==> config.mk <==
export PLATFORM = sky130hd
export DESIGN_NAME = pd_hold
export DESIGN_NICKNAME = d
export VERILOG_FILES = /design/src/rtl/pd_hold_pkg.sv /design/src/rtl/pd_hold_ctl.sv /design/src/rtl/pd_hold_dp.sv /design/src/rtl/pd_hold.sv
export SDC_FILE = /design/constraint.sdc
export NUM_CORES = 1
export LEC_CHECK = 0
export ABC_AREA = 0
export BUFFER_PORTS_ARGS = -buffer_cell sky130_fd_sc_hd__buf_2
export CORE_UTILIZATION = 35
export DETAILED_ROUTE_END_ITERATION = 10
export PLACE_DENSITY = 0.73
export SLEW_MARGIN = 20
export SYNTH_ARGS = -nofsm -noshare
export SYNTH_HDL_FRONTEND = slang
export SYNTH_SLANG_ARGS = --single-unit
==> constraint.sdc <==
create_clock -name clk -period 0.8 [get_ports clk]
set_input_delay 0.04 -clock clk [delete_from_list [all_inputs] [get_ports clk]]
set_output_delay 0.04 -clock clk [all_outputs]
set_load 0.1 [all_outputs]
==> src/rtl/pd_hold_pkg.sv <==
package pd_hold_pkg;
  typedef struct packed {
    logic freeze;    // suppress capture on this edge
    logic holdState; // hold in effect (registered)
  } pdStrobe_t;
endpackage

==> src/rtl/pd_hold_ctl.sv <==
module pd_hold_ctl
  import pd_hold_pkg::*;
#(
  parameter int SYNC_STAGES = 2
) (
  input  logic      clk,
  input  logic      rstN,
  input  logic      featEn,
  input  logic      pdA,
  input  logic      pdB,
  output pdStrobe_t strobe
);
  localparam int LAST = SYNC_STAGES - 1;

  logic             rawReq;
  logic [LAST:0]    syncQ;
  logic             holdQ;

  assign rawReq = featEn & (pdA | pdB);

  always_ff @(posedge clk) begin
    if (!rstN) begin
      syncQ <= '0;
      holdQ <= 1'b0;
    end else begin
      syncQ[0] <= rawReq;
      holdQ    <= syncQ[LAST];
    end
  end

  for (genvar i = 1; i < SYNC_STAGES; i++) begin : g_sync
    always_ff @(posedge clk) begin
      if (!rstN) syncQ[i] <= 1'b0;
      else       syncQ[i] <= syncQ[i-1];
    end
  end

  assign strobe.freeze    = syncQ[LAST];
  assign strobe.holdState = holdQ;


  hold_release_chk: assert property (@(posedge clk) disable iff (!rstN)
    !syncQ[LAST] |=> !holdQ);

  no_hold_when_off_chk: assert property (@(posedge clk) disable iff (!rstN)
    (!featEn && !syncQ[0]) |=> !syncQ[0]);
endmodule

==> src/rtl/pd_hold_dp.sv <==
module pd_hold_dp
  import pd_hold_pkg::*;
#(
  parameter int IN_W  = 8,
  parameter int ST_W  = 8,
  parameter int OUT_W = 8
) (
  input  logic             clk,
  input  logic             rstN,
  input  logic             featEn,
  input  logic             pdA,
  input  logic             pdB,
  input  pdStrobe_t        strobe,
  input  logic [IN_W-1:0]  dataIn,
  input  logic [ST_W-1:0]  stateIn,
  input  logic [OUT_W-1:0] outIn,
  input  logic [OUT_W-1:0] oeIn,
  output logic [IN_W-1:0]  dataOut,
  output logic [ST_W-1:0]  stateOut,
  output logic [OUT_W-1:0] outOut,
  output logic [OUT_W-1:0] oeOut,
  output logic [1:0]       ctlPinsOut
);
  logic [IN_W-1:0]  dataReg;
  logic [ST_W-1:0]  stateReg;
  logic [OUT_W-1:0] outReg;
  logic [OUT_W-1:0] oeReg;
  logic [1:0]       pinReg;
  logic [1:0]       pinNext;

  assign pinNext = featEn ? 2'b00 : {pdB, pdA};

  always_ff @(posedge clk) begin
    if (!rstN) begin
      dataReg  <= '0;
      stateReg <= '0;
      outReg   <= '0;
      oeReg    <= '0;
      pinReg   <= '0;
    end else begin
      pinReg <= pinNext;
      if (!strobe.freeze) begin
        dataReg  <= dataIn;
        stateReg <= stateIn;
        outReg   <= outIn;
        oeReg    <= oeIn;
      end
    end
  end

  for (genvar b = 0; b < OUT_W; b++) begin : g_drv
    assign outOut[b] = oeReg[b] & outReg[b];
  end

  assign dataOut    = dataReg;
  assign stateOut   = stateReg;
  assign oeOut      = oeReg;
  assign ctlPinsOut = pinReg;


  track_chk: assert property (@(posedge clk) disable iff (!rstN)
    !strobe.freeze |=> dataReg == $past(dataIn));

  data_hold_chk: assert property (@(posedge clk) disable iff (!rstN)
    strobe.freeze |=> $stable(dataReg));

  state_hold_chk: assert property (@(posedge clk) disable iff (!rstN)
    strobe.freeze |=> $stable(stateReg));

  tristate_hold_chk: assert property (@(posedge clk) disable iff (!rstN)
    (strobe.freeze && strobe.holdState) |=> $stable(oeReg) && $stable(outOut));

  pins_reserved_chk: assert property (@(posedge clk) disable iff (!rstN)
    featEn |=> ctlPinsOut == 2'b00);
endmodule

==> src/rtl/pd_hold.sv <==
module pd_hold
  import pd_hold_pkg::*;
#(
  parameter int IN_W  = 8,
  parameter int ST_W  = 8,
  parameter int OUT_W = 8
) (
  input  logic             clk,
  input  logic             rstN,
  input  logic             featEn,
  input  logic             pdA,
  input  logic             pdB,
  input  logic [IN_W-1:0]  dataIn,
  input  logic [ST_W-1:0]  stateIn,
  input  logic [OUT_W-1:0] outIn,
  input  logic [OUT_W-1:0] oeIn,
  output logic [IN_W-1:0]  dataOut,
  output logic [ST_W-1:0]  stateOut,
  output logic [OUT_W-1:0] outOut,
  output logic [OUT_W-1:0] oeOut,
  output logic [1:0]       ctlPinsOut,
  output logic             holdActive
);
  pdStrobe_t strobe;

  pd_hold_ctl #(.SYNC_STAGES(2)) u_ctl (
    .clk(clk), .rstN(rstN), .featEn(featEn), .pdA(pdA), .pdB(pdB),
    .strobe(strobe)
  );

  pd_hold_dp #(.IN_W(IN_W), .ST_W(ST_W), .OUT_W(OUT_W)) u_dp (
    .clk(clk), .rstN(rstN), .featEn(featEn), .pdA(pdA), .pdB(pdB),
    .strobe(strobe), .dataIn(dataIn), .stateIn(stateIn), .outIn(outIn),
    .oeIn(oeIn), .dataOut(dataOut), .stateOut(stateOut), .outOut(outOut),
    .oeOut(oeOut), .ctlPinsOut(ctlPinsOut)
  );

  assign holdActive = strobe.holdState;


  hold_needs_request_chk: assert property (@(posedge clk) disable iff (!rstN)
    $rose(holdActive) |-> $past(strobe.freeze));
endmodule

==> flow_summary.toml <==
[outcome]
run_status = "finished, violations left"
violations = "setup timing"

[clock_tree]
clock_sink_count = 34
cts_tree = "done"
clock-root-buffer = "clkbuf_4"
cts-htree-levels = 2
cts.clk_slew.worst_paths_ps = 110
cts_buffers = 5
cts.path.max_buffers = 2

[timing]
whs_ps = 19.7
period_share_pct = 132
finalHoldViolations = 0
finalMaxSlewViolations = 0
rsz0062_at_grt = "yes"
max_freq_mhz = 945
setup_ws_ps = -258
finalCriticalPeriod_ps = 1060
setup_viol = 34

[global_route]
grt_usage_pct = 23.5
grt_first_pass_wirelength_um = 5400
antenna_found_initial = 0
overflow = 0
first_global_vias = 1093
grt_start_max_net_pins = 35

[floorplan]
coreArea_mm2 = 0.00276
die_x_um = 55.9
initial_core_util_pct = 36.9
die_y_um = 55.9
fp-row-count = 19
io_pins = 72
die_area_mm2 = 0.00313

[setup_path]
crit_path_start_kind = "flop"
cp-end-kind = "primary output"
required_ps = 760
crit_path_max_incr_delay_ps = 370
critPathMaxFanout = 2
cp_slowest_cell = "dfxtp_4"
cp.arrival_ps = 1020
crit_chain = "and2_4 > buf_12"
crit_type = "flop to primary output"

[synth]
syn-num-nets = 118
post-synth-top-area-fraction_pct = 66.9
synth.area.top_cells = "dfxtp_1 67%, and2_2 24%, and2_1 4.9%"
syn_avg_cell_area_um2 = 12.6
synth_seq_cells = 34
syn-instance-count = 81
yosys_warnings = 2
ys_seq_area_share_pct = 66.9
synth_cell_types = 7
synthesis.area_mm2 = 0.00102
synth_top_area_cell = "dfxtp_1"

[placement]
gp_congestion = 0.691
dp_hpwl_um = 1660
io_buffers = 70

[route]
drc_errors = 0
firstDrtPassIters = 3
antenna_left = 0
vias = 973
drt-vias-per-instance = 4.27
drt-initial-drc-count = 12
finalWirelength_um = 3300
wire_per_inst_um = 14.5

[final_layout]
num-nets-final = 233
area_delta_synth_final_pct = 141
final_common_cell = "buf_2"
finish.utilization_pct = 88.8
drive_gt1_share_pct = 78.2
final_cell_mix = "36 x buf_2, 34 x dlygate4sd3_1, 34 x buf_12, 32 x and2_2, 19 x dfxtp_2"
n_antenna_cell = 0

[power]
p_per_area_mw_per_mm2 = 1650
p_leak_nw = 1.11
irDropWorstVdd_mv = 1.74

[flow_run]
maxCapViolCount = 0

[min_path]
whs_path_depth = 2
hold_class = "input port to flop"
## path summary, 6_finish.rpt
kind	startpoint	slack [ps]	endpoint
setup / recovery	u_dp.oeOut[4]	-260	outOut[4]
hold / removal	featEn	20	u_dp.ctlPinsOut[0]
## final cells by class
| class | instances | area, µm² |
|---|---|---|
| well taps | 31 | 38.8 |
| clock inverters | 2 | 10.0 |
| multi-input cells | 43 | 334 |
| repair buffers | 112 | 1290 |
| flip-flops and latches | 34 | 734 |
| clock buffers | 6 | 41.3 |
| fillers | 122 | 308 |
## power breakdown
part | total [W] | leakage (nW) | internal [W] | switching, W
clock network | 0.000885 | 0.0320 | 0.000335 | 0.000550
logic | 0.00133 | 0.785 | 0.000576 | 0.000749
registers | 0.00184 | 0.293 | 0.00178 | 0.0000628
total | 0.00405 | 1.11 | 0.00269 | 0.00136
## stage by stage
step / worst slack [ps] / setup TNS (ps) / power [W] / instances / instance area [µm²]
3_3_place_gp: 112 / 0 / 0.00299 / 178 / 1970
2_1_floorplan: -139 / -1120 / 0.00255 / 81 / 1090
3_5_place_dp: 77.7 / 0 / 0.00301 / 178 / 1970
4_1_cts: -270 / -5440 / 0.00404 / 227 / 2440
5_1_grt: -302 / -6500 / 0.00424 / 228 / 2450
6_report: -258 / -5080 / 0.00405 / 228 / 2450
## routing by layer
| metal | vias up | global-route usage, % | share of wire (%) |
|---|---|---|---|
| li1 | 470 | - | - |
| met1 | 444 | 24.4 | 38 |
| met2 | 54 | 44.2 | 53 |
| met3 | 5 | 8.60 | 8.2 |
| met4 | 0 | 6.27 | 1.2 |
| met5 | - | 0 | 0 |
## what timing repair did
item / in CTS / in global routing
hold buffers: 34 / 0
endpoints found under the setup margin: 34 / 34
gates cloned: 0 / 0
setup buffers: 7 / 1
gates resized for setup: 7 / 2
pin swaps: 8 / 0
endpoints found under the hold margin: 34 / 0
## worst max-delay path, delay by kind of cell (launching register included)
kind	cells	cell delay, ps
buf+inv	1	160
flops	1	370
simple gates	1	150
## cells by family after synthesis
| logic type | share of synthesized area [%] |
|---|---|
| buffers and inverters | 2.21 |
| DFF | 66.9 |
| other | 0.369 |
| and+or+nand+nor | 30.5 |
## cells in the mapped netlist (all sizes together)
library cell	instances
clkbuf	3
conb	1
and3b	2
dfxtp	34
buf	1
and2	40
## state kept, by name (all words and copies together), names as in the netlist
signal and count:
u_dp.stateOut 8, u_dp.oeOut 8, u_dp.outReg 8, u_dp.ctlPinsOut 2
u_dp.dataOut 8
Power figures use the tool's default switching activity.
